===== src/rtl/mcs_pkg.sv =====
package mcs_pkg;

  localparam logic [3:0]  KEY_GO     = 4'hA;
  localparam logic [3:0]  KEY_HALT   = 4'hA;
  localparam logic [3:0]  MODE_CRC   = 4'h5;
  localparam logic [3:0]  MODE_SCRUB = 4'hA;
  localparam logic [31:0] CRC_POLY   = 32'h04C11DB7;

  typedef enum logic [2:0] {
    SEL_CTRL   = 3'd0,
    SEL_BASE   = 3'd1,
    SEL_SETUP  = 3'd2,
    SEL_SEED   = 3'd3,
    SEL_GOLD   = 3'd4,
    SEL_RESULT = 3'd5,
    SEL_ADDR   = 3'd6
  } reg_sel_e;

  // One 32-bit word folded in, most significant bit first.
  function automatic logic [31:0] crc_fold(input logic [31:0] c, input logic [31:0] d);
    logic [31:0] r;
    r = c;
    for (int i = 31; i >= 0; i--) begin
      if (r[31] ^ d[i]) r = {r[30:0], 1'b0} ^ CRC_POLY;
      else              r = {r[30:0], 1'b0};
    end
    return r;
  endfunction

endpackage


===== src/rtl/mcs_cfg_regs.sv =====
module mcs_cfg_regs
  import mcs_pkg::*;
#(
  parameter int AW     = 32,
  parameter int SIZE_W = 10
) (
  input  logic              clk,
  input  logic              rst,
  input  logic              we,
  input  logic [2:0]        sel,
  input  logic [31:0]       wdata,
  output logic              go,
  output logic              halted,
  output logic [AW-1:0]     base,
  output logic [SIZE_W-1:0] size_m1,
  output logic [3:0]        mode,
  output logic [3:0]        halt_key,
  output logic [31:0]       seed,
  output logic [31:0]       golden
);

  assign go     = we && (sel == SEL_CTRL) && (wdata[3:0] == KEY_GO);
  assign halted = (halt_key == KEY_HALT);

  always_ff @(posedge clk) begin
    if (rst) begin
      base     <= '0;
      size_m1  <= '0;
      mode     <= MODE_SCRUB;
      halt_key <= '0;
      seed     <= '0;
      golden   <= '0;
    end else if (we) begin
      case (sel)
        SEL_BASE: base <= wdata[AW-1:0];
        SEL_SETUP: begin
          size_m1  <= wdata[SIZE_W-1:0];
          mode     <= wdata[19:16];
          halt_key <= wdata[27:24];
        end
        SEL_SEED: seed   <= wdata;
        SEL_GOLD: golden <= wdata;
        default: ;
      endcase
    end
  end

endmodule


===== src/rtl/mcs_walker.sv =====
module mcs_walker #(
  parameter int AW         = 32,
  parameter int SIZE_W     = 10,
  parameter int UNIT_WORDS = 64,
  parameter int WORD_BYTES = 4
) (
  input  logic              clk,
  input  logic              rst,
  input  logic              go,
  input  logic              halted,
  input  logic              mem_ack,
  input  logic [AW-1:0]     base,
  input  logic [SIZE_W-1:0] size_m1,
  output logic              busy,
  output logic              mem_req,
  output logic [AW-1:0]     cur_addr,
  output logic              accept,
  output logic              last_word
);

  localparam int UNIT_SH = $clog2(UNIT_WORDS);
  localparam int CW      = SIZE_W + UNIT_SH + 1;

  logic [CW-1:0] remain;
  logic [CW-1:0] units;

  assign units     = CW'(size_m1) + CW'(1);
  assign mem_req   = busy && !halted;
  assign accept    = mem_req && mem_ack && !go;
  assign last_word = accept && (remain == CW'(1));

  always_ff @(posedge clk) begin
    if (rst) begin
      busy     <= 1'b0;
      cur_addr <= '0;
      remain   <= '0;
    end else if (go) begin
      busy     <= 1'b1;
      cur_addr <= base;
      remain   <= units << UNIT_SH;
    end else if (accept) begin
      cur_addr <= cur_addr + AW'(WORD_BYTES);
      remain   <= remain - CW'(1);
      if (last_word) busy <= 1'b0;
    end
  end

endmodule


===== src/rtl/mcs_crc_acc.sv =====
module mcs_crc_acc
  import mcs_pkg::*;
(
  input  logic        clk,
  input  logic        rst,
  input  logic        go,
  input  logic [31:0] seed,
  input  logic [31:0] golden,
  input  logic [3:0]  mode,
  input  logic        accept,
  input  logic        last_word,
  input  logic [31:0] rdata,
  input  logic        cerr,
  input  logic        uerr,
  output logic [31:0] crc,
  output logic        done,
  output logic        fail,
  output logic        corr,
  output logic        uncorr
);

  logic [31:0] gold_q;
  logic [3:0]  mode_q;
  logic [31:0] crc_nxt;

  assign crc_nxt = crc_fold(crc, rdata);

  always_ff @(posedge clk) begin
    if (rst) begin
      crc    <= '0;
      gold_q <= '0;
      mode_q <= MODE_SCRUB;
      done   <= 1'b0;
      fail   <= 1'b0;
      corr   <= 1'b0;
      uncorr <= 1'b0;
    end else begin
      done   <= last_word;
      fail   <= last_word && (mode_q == MODE_CRC) && (crc_nxt != gold_q);
      corr   <= accept && cerr;
      uncorr <= accept && uerr;
      if (go) begin
        crc    <= seed;
        gold_q <= golden;
        mode_q <= mode;
      end else if (accept) begin
        crc <= crc_nxt;
      end
    end
  end

endmodule


===== src/rtl/mem_crc_scanner.sv =====
module mem_crc_scanner
  import mcs_pkg::*;
#(
  parameter int AW         = 32,
  parameter int SIZE_W     = 10,
  parameter int UNIT_WORDS = 64,
  parameter int WORD_BYTES = 4
) (
  input  logic          clk,
  input  logic          rst,
  input  logic          cfg_we,
  input  logic [2:0]    cfg_sel,
  input  logic [31:0]   cfg_wdata,
  input  logic [2:0]    rd_sel,
  output logic [31:0]   rd_data,
  output logic          mem_req,
  output logic [AW-1:0] mem_addr,
  input  logic          mem_ack,
  input  logic [31:0]   mem_rdata,
  input  logic          mem_cerr,
  input  logic          mem_uerr,
  output logic          busy,
  output logic [31:0]   crc_value,
  output logic          scan_done,
  output logic          crc_fail,
  output logic          corr_err,
  output logic          uncorr_err
);

  localparam int PAD_W = 16 - SIZE_W;

  logic              go, halted, accept, last_word;
  logic [AW-1:0]     base;
  logic [SIZE_W-1:0] size_m1;
  logic [3:0]        mode, halt_key;
  logic [31:0]       seed, golden;

  mcs_cfg_regs #(.AW(AW), .SIZE_W(SIZE_W)) u_regs (
    .clk(clk), .rst(rst), .we(cfg_we), .sel(cfg_sel), .wdata(cfg_wdata),
    .go(go), .halted(halted), .base(base), .size_m1(size_m1), .mode(mode),
    .halt_key(halt_key), .seed(seed), .golden(golden)
  );

  mcs_walker #(.AW(AW), .SIZE_W(SIZE_W), .UNIT_WORDS(UNIT_WORDS), .WORD_BYTES(WORD_BYTES)) u_walk (
    .clk(clk), .rst(rst), .go(go), .halted(halted), .mem_ack(mem_ack),
    .base(base), .size_m1(size_m1), .busy(busy), .mem_req(mem_req),
    .cur_addr(mem_addr), .accept(accept), .last_word(last_word)
  );

  mcs_crc_acc u_acc (
    .clk(clk), .rst(rst), .go(go), .seed(seed), .golden(golden), .mode(mode),
    .accept(accept), .last_word(last_word), .rdata(mem_rdata),
    .cerr(mem_cerr), .uerr(mem_uerr), .crc(crc_value), .done(scan_done),
    .fail(crc_fail), .corr(corr_err), .uncorr(uncorr_err)
  );

  always_ff @(posedge clk) begin
    if (rst) begin
      rd_data <= '0;
    end else begin
      case (rd_sel)
        SEL_CTRL:   rd_data <= {busy, 31'b0};
        SEL_BASE:   rd_data <= 32'(base);
        SEL_SETUP:  rd_data <= {4'b0, halt_key, 4'b0, mode, {PAD_W{1'b0}}, size_m1};
        SEL_SEED:   rd_data <= seed;
        SEL_GOLD:   rd_data <= golden;
        SEL_RESULT: rd_data <= crc_value;
        SEL_ADDR:   rd_data <= 32'(mem_addr);
        default:    rd_data <= '0;
      endcase
    end
  end

endmodule


===== config.mk =====
export PLATFORM = sky130hd
export DESIGN_NAME = mem_crc_scanner
export DESIGN_NICKNAME = d
export VERILOG_FILES = /design/src/rtl/mcs_pkg.sv /design/src/rtl/mcs_cfg_regs.sv /design/src/rtl/mcs_walker.sv /design/src/rtl/mcs_crc_acc.sv /design/src/rtl/mem_crc_scanner.sv
export SDC_FILE = /design/constraint.sdc
export NUM_CORES = 1
export LEC_CHECK = 0
export ABC_CLOCK_PERIOD_IN_PS = 4400
export CAP_MARGIN = 5
export CELL_PAD_IN_SITES_DETAIL_PLACEMENT = 1
export CELL_PAD_IN_SITES_GLOBAL_PLACEMENT = 1
export CORE_UTILIZATION = 39
export CTS_CLUSTER_SIZE = 16
export DETAILED_ROUTE_END_ITERATION = 12
export PLACE_DENSITY = 0.87
export RECOVER_POWER = 25
export SYNTH_ARGS = -nofsm -noshare
export SYNTH_HDL_FRONTEND = slang
export SYNTH_SLANG_ARGS = --single-unit

===== constraint.sdc =====
create_clock -name clk -period 4.4 [get_ports clk]
set_input_delay 0.88 -clock clk [delete_from_list [all_inputs] [get_ports clk]]
set_output_delay 0.88 -clock clk [all_outputs]
set_load 0.005 [all_outputs]

Word level (Yosys, flattened, before mapping)
Cells that the tools add are included.
{"block": "word_totals", "reg_bits": 268, "inputBits": 76, "word_cells": 164, "output_inout_bits": 102}
{"block": "classes", "n_bitwise": 64, "add_sub_neg": 3, "eq_ne": 15, "mux": 42, "n_reduce_logical": 22}
{"op": "27-bit 2-to-1 mux", "count": 32}
{"op": "14-bit NOT", "count": 32}
{"op": "32-bit one-hot mux with 7 select lines", "count": 1}
{"op": "32-bit 2-to-1 mux", "count": 4}
{"op": "17-bit 2-to-1 mux", "count": 2}
{"op": "32-bit by 3-bit adder with 32-bit output (second input constant)", "count": 1}
{"op": "32-bit inequality test", "count": 1}
{"op": "1-bit bitwise XOR", "count": 32}
{"op": "17-bit by 1-bit == test with 1-bit output (second input constant)", "count": 1}
{"op": "17-bit by 1-bit subtractor with 17-bit output (second input constant)", "count": 1}
{"op": "3-bit by 2-bit == test with 1-bit output (second input constant)", "count": 4}
{"op": "3-bit == test (second input constant)", "count": 4}
{"op": "10-bit by 1-bit adder with 11-bit output (second input constant)", "count": 1}
{"op": "1-bit logical AND", "count": 10}
{"op": "2-bit AND reduction", "count": 5}
{"op": "4-bit == test (second input constant)", "count": 2}
{"op": "3-bit by 1-bit == test with 1-bit output (second input constant)", "count": 2}
{"op": "3-bit logical NOT", "count": 2}
{"op": "4-bit by 3-bit == test with 1-bit output (second input constant)", "count": 1}
{"op": "2-bit nonzero test", "count": 2}
{"op": "1-bit 2-to-1 mux", "count": 3}
{"op": "1-bit logical NOT", "count": 2}
{"op": "2-bit OR reduction", "count": 1}

Logic depth before layout (Yosys ltp)
Gate-level depths: netlist (run 1).
{"block": "depth", "ltp_word": 66, "depth_mapped": 12, "mapped_depth_nobuf": 11}

Modules after synthesis
From an unflattened synthesis (run 1), not the netlist that was laid out.
{"block": "unflattened", "hier_cells": 1645, "area_unflattened_um2": 16512.1}
{"mod": "mcs_crc_acc", "area_each_um2": 6870.3, "cells_each": 656, "instances": 1}
{"mod": "mcs_cfg_regs", "area_each_um2": 4636.9, "cells_each": 416, "instances": 1}
{"mod": "mcs_walker", "area_each_um2": 2822.7, "cells_each": 341, "instances": 1}
{"mod": "mem_crc_scanner", "area_each_um2": 2182.1, "cells_each": 232, "instances": 1}

Least setup slack after synthesis (run 1)
Ideal clock, no wire load.
{"block": "synth_path", "kind": "input to register", "from": "input port mem_rdata[20]", "to": "register u_acc.fail", "path_stages": 10, "n_path_buf": 0, "arrival_ps": 4284, "path_slack_ps": -24, "setup_ps": 140, "cell_sequence": "xnor2_1 xnor2_1 xnor3_2 xor3_2 xnor3_2 xnor3_1 xnor3_1 xor2_1 a2111oi_2 a41oi_1"}
{"block": "synth_between", "elab_chain_cells": 34, "word_cells_on_any_way": 53}
{"element": "from (decl)", "line": "mem_crc_scanner.sv:19", "rtl": "input logic [31:0] mem_rdata,"}
{"element": "1-bit bitwise XOR *", "line": "mcs_pkg.sv:24", "rtl": "if (r[31] ^ d[i]) r = {r[30:0], 1'b0} ^ CRC_POLY;"}
{"element": "27-bit 2-to-1 mux *", "line": "mcs_pkg.sv:24"}
{"element": "14-bit NOT (no source line)"}
{"element": "27-bit 2-to-1 mux", "line": "mcs_pkg.sv:24"}
{"element": "14-bit NOT (no source line)"}
{"element": "27-bit 2-to-1 mux (2 in a row)", "line": "mcs_pkg.sv:24"}
{"element": "14-bit NOT (no source line)"}
{"element": "27-bit 2-to-1 mux", "line": "mcs_pkg.sv:24"}
{"element": "(+10 left out)"}
{"element": "14-bit NOT (no source line)"}
{"element": "27-bit 2-to-1 mux", "line": "mcs_pkg.sv:24"}
{"element": "14-bit NOT (no source line)"}
{"element": "27-bit 2-to-1 mux (4 in a row)", "line": "mcs_pkg.sv:24"}
{"element": "14-bit NOT (no source line)"}
{"element": "27-bit 2-to-1 mux (5 in a row)", "line": "mcs_pkg.sv:24"}
{"element": "32-bit inequality test *", "line": "mcs_crc_acc.sv:39", "rtl": "fail <= last_word && (mode_q == MODE_CRC) && (crc_nxt != gold_q);"}
{"element": "1-bit logical AND *", "line": "mcs_crc_acc.sv:39"}
{"element": "to (signal assigned)", "line": "mcs_crc_acc.sv:39"}
{"element": "to (decl)", "line": "mcs_crc_acc.sv:17", "rtl": "output logic fail,"}
Mark *: on every way between the ends. The rest lies on a longest branch, timed or not.
A chain may end at the register's enable or synchronous reset.

Worst setup path in the final report (run 1)
{"block": "layout_path", "from": "input port mem_rdata[27]", "to": "register u_acc.fail"}
{"block": "layout_between", "elab_chain_cells": 43, "word_cells_on_any_way": 73}
{"element": "1-bit bitwise XOR *", "line": "mcs_pkg.sv:24"}
{"element": "27-bit 2-to-1 mux *", "line": "mcs_pkg.sv:24"}
{"element": "14-bit NOT (no source line)"}
{"element": "27-bit 2-to-1 mux", "line": "mcs_pkg.sv:24"}
{"element": "14-bit NOT (no source line)"}
{"element": "27-bit 2-to-1 mux (2 in a row)", "line": "mcs_pkg.sv:24"}
{"element": "14-bit NOT (no source line)"}
{"element": "27-bit 2-to-1 mux", "line": "mcs_pkg.sv:24"}
{"element": "(+24 left out)"}
{"element": "14-bit NOT (no source line)"}
{"element": "27-bit 2-to-1 mux", "line": "mcs_pkg.sv:24"}
{"element": "14-bit NOT (no source line)"}
{"element": "27-bit 2-to-1 mux (3 in a row)", "line": "mcs_pkg.sv:24"}
{"element": "14-bit NOT (no source line)"}
{"element": "27-bit 2-to-1 mux", "line": "mcs_pkg.sv:24"}
{"element": "32-bit inequality test *", "line": "mcs_crc_acc.sv:39"}
{"element": "1-bit logical AND *", "line": "mcs_crc_acc.sv:39"}
Marks and branches as above.

==> results of run 1 <==
[per-stage QoR]
stage	worst slack, ns	TNS, ns	std cells	util
after floorplan	0.0527	0	1732	-
after global placement	-0.838	-7.78	2540	0.498
after detailed placement	-1.00	-12.23	2540	0.498
after CTS	0.00510	0	2594	0.526
after global routing	-0.0940	-0.240	2596	0.528
final	-0.0226	-0.0226	2596	0.528
[critical path, delay by kind of cell]
kind            cells  cell delay (ns)
simple gates        1             0.34
compound gates      4             0.69
buf+inv             6             1.31
xor+xnor            6             1.61
[cells by family after synthesis]
| kind of cell | after synthesis |
|---|---|
| buf+inv | 115 |
| compound gates | 376 |
| simple gates | 609 |
| fa+ha+maj | 4 |
| xor+xnor | 342 |
| flops | 268 |
| mux | 18 |
[power by group through the flow]
stage	registers, W	clock network (W)	logic, W
after global routing	0.00249	0.00253	0.0156
after detailed placement	0.00254	0	0.0139
after global placement	0.00254	0	0.0137
after floorplan	0.00253	0	0.00746
after CTS	0.00249	0.00243	0.0143
final	0.00249	0.00241	0.0150
[cell usage in the layout (no fill, tap or decap), drive strengths merged, types with 6 or more instances in the layout]
| master | instances |
|---|---|
| dfxtp | 268 |
| nand2 | 400 |
| a311oi | 10 |
| mux2 | 14 |
| clkbuf | 46 |
| o21ai | 25 |
| nand3b | 6 |
| dlygate4sd3 | 42 |
| nand4 | 9 |
| nor2b | 10 |
| xor2 | 89 |
| nor3 | 15 |
| inv | 11 |
| a21oi | 195 |
| xnor2 | 190 |
| clkdlybuf4s50 | 133 |
| a31oi | 18 |
| or3 | 10 |
| and3 | 18 |
| buf | 226 |
| nor2 | 99 |
| clkinv | 8 |
| nor4 | 6 |
| nand3 | 17 |
| a211oi | 36 |
| a222oi | 14 |
| a22oi | 54 |
| a22o | 13 |
| xnor3 | 60 |
[registers in the layout (all words and copies together), names as in the netlist]
| register | count |
|---|---|
| rd_data | 32 |
| u_regs.size_m1 | 10 |
| u_acc.gold_q | 32 |
| u_walk.cur_addr | 32 |
| u_regs.base | 32 |
| u_acc.uncorr | 1 |
| u_regs.seed | 32 |
| u_acc.done | 1 |
| u_walk.busy | 1 |
| u_regs.halt_key | 4 |
| u_acc.crc | 32 |
| u_acc.fail | 1 |
| u_regs.golden | 32 |
| u_acc.corr | 1 |
| u_regs.mode | 4 |
| u_walk.remain | 17 |
| u_acc.mode_q | 4 |
[timing repair]
action,in CTS,in global routing
buffers inserted,1,2
endpoints found under the setup margin,7,8
hold endpoints to repair,0,0
gates resized for setup,21,18
pin swaps,5,4
[area by class of cell]
class | instances | share of cell area
clock buffers | 41 | 0.0412
clock inverters | 12 | 0.00496
inverters | 8 | 0.00151
multi-input cells | 1349 | 0.474
flip-flops and latches | 268 | 0.269
well taps | 511 | 0.0321
repair buffers | 407 | 0.177
[metal layers]
layer  wire length (um)  share of wire
met3               4540          0.072
met4               1530          0.024
met5                  0              0
met2              30000           0.48
met1              27000           0.43
[how the worst max path moves through the flow]
stage | startpoint | to | slack, ns
2_1_floorplan | mem_rdata[25] | u_acc.fail | 0.05
3_3_place_gp | mem_rdata[28] | u_acc.fail | -0.84
3_5_place_dp | mem_rdata[28] | u_acc.fail | -1.00
4_1_cts | mem_rdata[27] | u_acc.fail | 0.005
5_1_grt | mem_rdata[22] | u_acc.fail | -0.09
6_report | mem_rdata[27] | u_acc.fail | -0.02
==> flow_summary.json, run 1 <==
{
  "synth_xor_area_frac": 0.271,
  "grt_max_degree": 105,
  "hpwlAfterDp_mm": 46.6,
  "tightest_slew_ns": 2.30,
  "synth_common_cells": "nand2_1 (400), dfxtp_1 (268), a21oi_1 (195)",
  "synthFlopType": "dfxtp_1",
  "worstHoldStart": "u_regs.base[22]",
  "synth_edf_count": 0,
  "grt_first_pass_wirelength_mm": 93.4,
  "antenna_found_initial": 0,
  "crit_chain": "clkdlybuf4s50_1 -> buf_4 -> xnor2_4 -> buf_4 -> xnor3_2 -> xor2_1 -> buf_4 -> buf_4 -> xnor2_1 -> buf_4 -> xor2_1 -> xnor2_1 -> o21ai_0 -> a21oi_1 -> o2111ai_1 -> nor4_2 -> a41oi_1",
  "hold_buffers": 0,
  "place_congestion": 0.991,
  "synthDominantCellAreaShare": 0.358,
  "synth_nets": 1812,
  "cpMostUsedCell": "buf_4",
  "seqPwrFrac": 0.125,
  "fillCellCount": 4366,
  "power_density_mw_per_mm2": 997,
  "synth_top_family_by_area": "XOR/XNOR gates",
  "route.detailed.drc": 0,
  "fmax_ghz": 0.226,
  "status": "finished with violations",
  "path_clk_slew_ns": 0.06,
  "slowest_delay_ns": 0.49,
  "coreArea_mm2": 0.0378,
  "wire_per_inst_um": 24.3,
  "clockPowerShare": 0.121,
  "reg2reg_depth": 11,
  "whs_path_depth": 2,
  "swShare": 0.408,
  "synth_cell_type_count": 55,
  "vdd_drop_max_mv": 0.995,
  "start_util": 0.397,
  "grtUsageMet2": 0.528,
  "fin_ws_ns": -0.0226,
  "p_leak_nw": 7.76,
  "setup_violations": 1,
  "drive_gt1_frac": 0.174,
  "synthMuxAreaShare": 0.0132,
  "synthesis.instances": 1732,
  "report.final.slew_viol_count": 171,
  "vias": 14631,
  "antenna_cells": 0,
  "min_to": "u_regs.base[22]",
  "hold_viol": 0,
  "yosysSeqAreaShare": 0.358,
  "skew_ns": 0.0190,
  "grt_overflow": 0,
  "grt_use_total": 0.318,
  "finalWirelength_mm": 63.0,
  "grt_use_met1": 0.431,
  "cp.arrival_ns": 4.83,
  "yosysWarnings": 0,
  "placed_cell_area_mm2": 0.0188,
  "viasPerCell": 5.64,
  "multiInputGateArea_mm2": 0.00945,
  "io_buffers": 177,
  "timing.rr.end": "u_acc.fail",
  "p_int_w": 0.0118,
  "final_area_mm2": 0.0199,
  "totalPowerFinal_w": 0.0199,
  "cts_buffers": 29,
  "dieHeight_um": 198,
  "synth_compound_area_frac": 0.155,
  "row_count": 71,
  "busiest_layer": "met2",
  "rrSetupSlack_ns": 0.01,
  "slowest_stage": "xnor2_1",
  "cts_tree": "built",
  "ant_nets": 0,
  "hp-class": "reg2reg",
  "async_reset_ff_frac": 0,
  "clk_path_buf_depth": 3,
  "p_sw_w": 0.00811,
  "synth_area_leaders": "dfxtp_1 (36%), xnor2_1 (10%), nand2_1 (10%), xnor3_1 (7.7%), a21oi_1 (6.5%)",
  "firstDrtPassIters": 5,
  "synthAdderAreaFrac": 0.00334,
  "period_share": 1.01,
  "grt.met3_usage": 0.0376,
  "slew_headroom": -0.533,
  "cp_max_fo": 6,
  "maxCapViolCount": 3,
  "end_kind": "flop",
  "clk_latency_ns": 0.56,
  "grt_setup_unrepaired": "yes",
  "power_frac_comb": 0.753,
  "die_w_um": 198,
  "hold_ws_ns": 0.472,
  "cts.sinks": 268,
  "start_kind": "input pin",
  "root_buffer": "clkbuf_16",
  "syn_avg_cell_area_um2": 8.65,
  "synth-seq-cells": 268,
  "crit_type": "in2reg",
  "syn_area_mm2": 0.0150,
  "final-seq-area_mm2": 0.00537,
  "drt_iter0_drc": 1416,
  "synth_top_area_cell": "dfxtp_1",
  "worstReg2RegStart": "u_acc.crc[28]",
  "ios": 178,
  "first_global_vias": 15259,
  "fin_nets": 2143,
  "min_period_ns": 4.42,
  "syn_to_final_growth_pct": 33.0,
  "yosys.area_share.simple": 0.170,
  "violations": "capacitance limit, slew limit, setup timing",
  "yosysMostFrequentCell": "nand2_1",
  "worstPathRequired_ns": 4.81,
  "die_area_mm2": 0.0392,
  "h-tree-depth": 1
}
Note: power is estimated with default switching activity, not from simulation.
==> inputs of run 2 (changes only) <==
CORE_UTILIZATION = 40   (was 39)
CTS_BUF_LIST = sky130_fd_sc_hd__clkbuf_8   (was default)
PLACE_DENSITY = 0.89   (was 0.87)
==> flow_summary.json, run 2 (synthesized netlist as in run 1, its figures left out) <==
{
  "crit_chain": "xor2_2 -> xnor3_1 -> buf_4 -> xnor3_2 -> buf_4 -> xnor3_1 -> xnor3_2 -> xnor3_1 -> xnor3_1 -> xor2_1 -> a2111oi_2 -> a41oi_1",
  "clk_path_buf_depth": 3,
  "layout_commonest_cell": "nand2_1",
  "cp_max_fo": 5,
  "fillCellCount": 4291,
  "hpwlAfterDp_mm": 45.9,
  "clk_latency_ns": 0.60,
  "final_area_mm2": 0.0199,
  "report.final.slew_viol_count": 66,
  "coreArea_mm2": 0.0367,
  "violations": "capacitance limit, slew limit",
  "fmax_ghz": 0.230,
  "die_area_mm2": 0.0382,
  "cp_top_family": "XOR/XNOR gates",
  "slowest_stage": "xnor3_1",
  "fin_nets": 2173,
  "drive_gt1_frac": 0.180,
  "row_count": 70,
  "placed_cell_area_mm2": 0.0186,
  "grt_first_pass_wirelength_mm": 93.0,
  "grt_overflow": 0,
  "vdd_drop_max_mv": 1.05,
  "cts.sinks": 268,
  "worstPathRequired_ns": 4.88,
  "tightest_slew_ns": 2.14,
  "layout_common_cells": "nand2_1 (400), dfxtp_1 (266), buf_4 (235)",
  "multiInputGateArea_mm2": 0.00946,
  "cts_buffers": 46,
  "antenna_found_initial": 0,
  "cp.arrival_ns": 4.82,
  "ios": 178,
  "io_buffers": 177,
  "viasPerCell": 5.78,
  "vias": 14924,
  "cts_tree": "built",
  "end_kind": "flop",
  "hold_ws_ns": 0.470,
  "status": "finished with violations",
  "h-tree-depth": 2,
  "start_kind": "flop",
  "p_leak_nw": 7.83,
  "maxCapViolCount": 2,
  "start_util": 0.408,
  "firstDrtPassIters": 5,
  "place_congestion": 0.940,
  "cpMostUsedCell": "xnor3_1",
  "final-seq-area_mm2": 0.00537,
  "cp_num_buf_inv": 2,
  "period_share": 0.987,
  "slew_headroom": -0.427,
  "drt_iter0_drc": 1202,
  "path_clk_slew_ns": 0.09,
  "skew_ns": 0.0382,
  "die_w_um": 196,
  "slowest_delay_ns": 0.49,
  "syn_to_final_growth_pct": 32.7,
  "hp-class": "reg2reg",
  "setup_violations": 0,
  "grt_max_degree": 170,
  "first_global_vias": 15328,
  "antenna_cells": 0,
  "root_buffer": "clkbuf_8",
  "route.detailed.drc": 0,
  "power_density_mw_per_mm2": 968,
  "hold_viol": 0,
  "finalWirelength_mm": 62.9,
  "dieHeight_um": 196,
  "grt_use_total": 0.321,
  "min_period_ns": 4.34,
  "wire_per_inst_um": 24.3,
  "crit_type": "reg2reg",
  "ant_nets": 0
}
run 2: worst paths after layout:
| kind | from | end | slack, ns | depth (start not counted) |
|---|---|---|---|---|
| setup / recovery | u_acc.crc[31] | u_acc.fail | 0.06 | 12 |
| hold / removal | u_regs.base[1] | u_walk.cur_addr[1] | 0.47 | 2 |
| setup reg to reg | u_acc.crc[31] | u_acc.fail | 0.06 | 12 |
| hold reg to reg | u_regs.base[1] | u_walk.cur_addr[1] | 0.47 | 2 |
run 2: area by class of cell:
| class | count | area share |
|---|---|---|
| clock inverters | 20 | 0.00572 |
| flip-flops and latches | 268 | 0.270 |
| repair buffers | 420 | 0.183 |
| inverters | 8 | 0.00151 |
| multi-input cells | 1349 | 0.476 |
| well taps | 468 | 0.0294 |
| clock buffers | 51 | 0.0353 |
run 2: power breakdown:
group / switching (W) / total, W / internal, W
combinational: 0.00673 / 0.0146 / 0.00788
sequential: 0.0000359 / 0.00249 / 0.00246
clock: 0.00105 / 0.00215 / 0.00110
run 2: per-layer routing:
layer / part of all wire / wire, um / track usage
met1: 0.42 / 26400 / 0.426
met5: 0 / 0 / 0
met3: 0.084 / 5270 / 0.0518
met4: 0.035 / 2170 / 0.117
met2: 0.46 / 29000 / 0.526
run 2: worst reg2reg max path: cells and delay by family, from the launching register on:
| family | cells | cell delay, ns |
|---|---|---|
| XOR/XNOR | 8 | 2.97 |
| AO/OA/AOI/OAI | 2 | 0.49 |
| buffers and inverters | 2 | 0.33 |
| flip-flops | 1 | 0.44 |
run 2: what timing repair did:
item / in CTS / in global routing
hold buffers: 0 / 0
setup endpoints to repair: 6 / 10
setup buffers: 0 / 25
resized for setup: 8 / 37
pin swaps: 1 / 21
run 2: per-stage QoR:
step	util	instances	power, W	TNS (ns)	worst slack (ns)
detailed placement	0.508	2488	0.0158	-11.29	-0.773
finish	0.542	2584	0.0193	0	0.0570
CTS	0.532	2559	0.0181	0	0.00299
global route	0.542	2584	0.0201	-0.0448	-0.0448
floorplan	-	1732	0.00999	0	0.0527
global placement	0.508	2488	0.0156	-9.50	-0.641
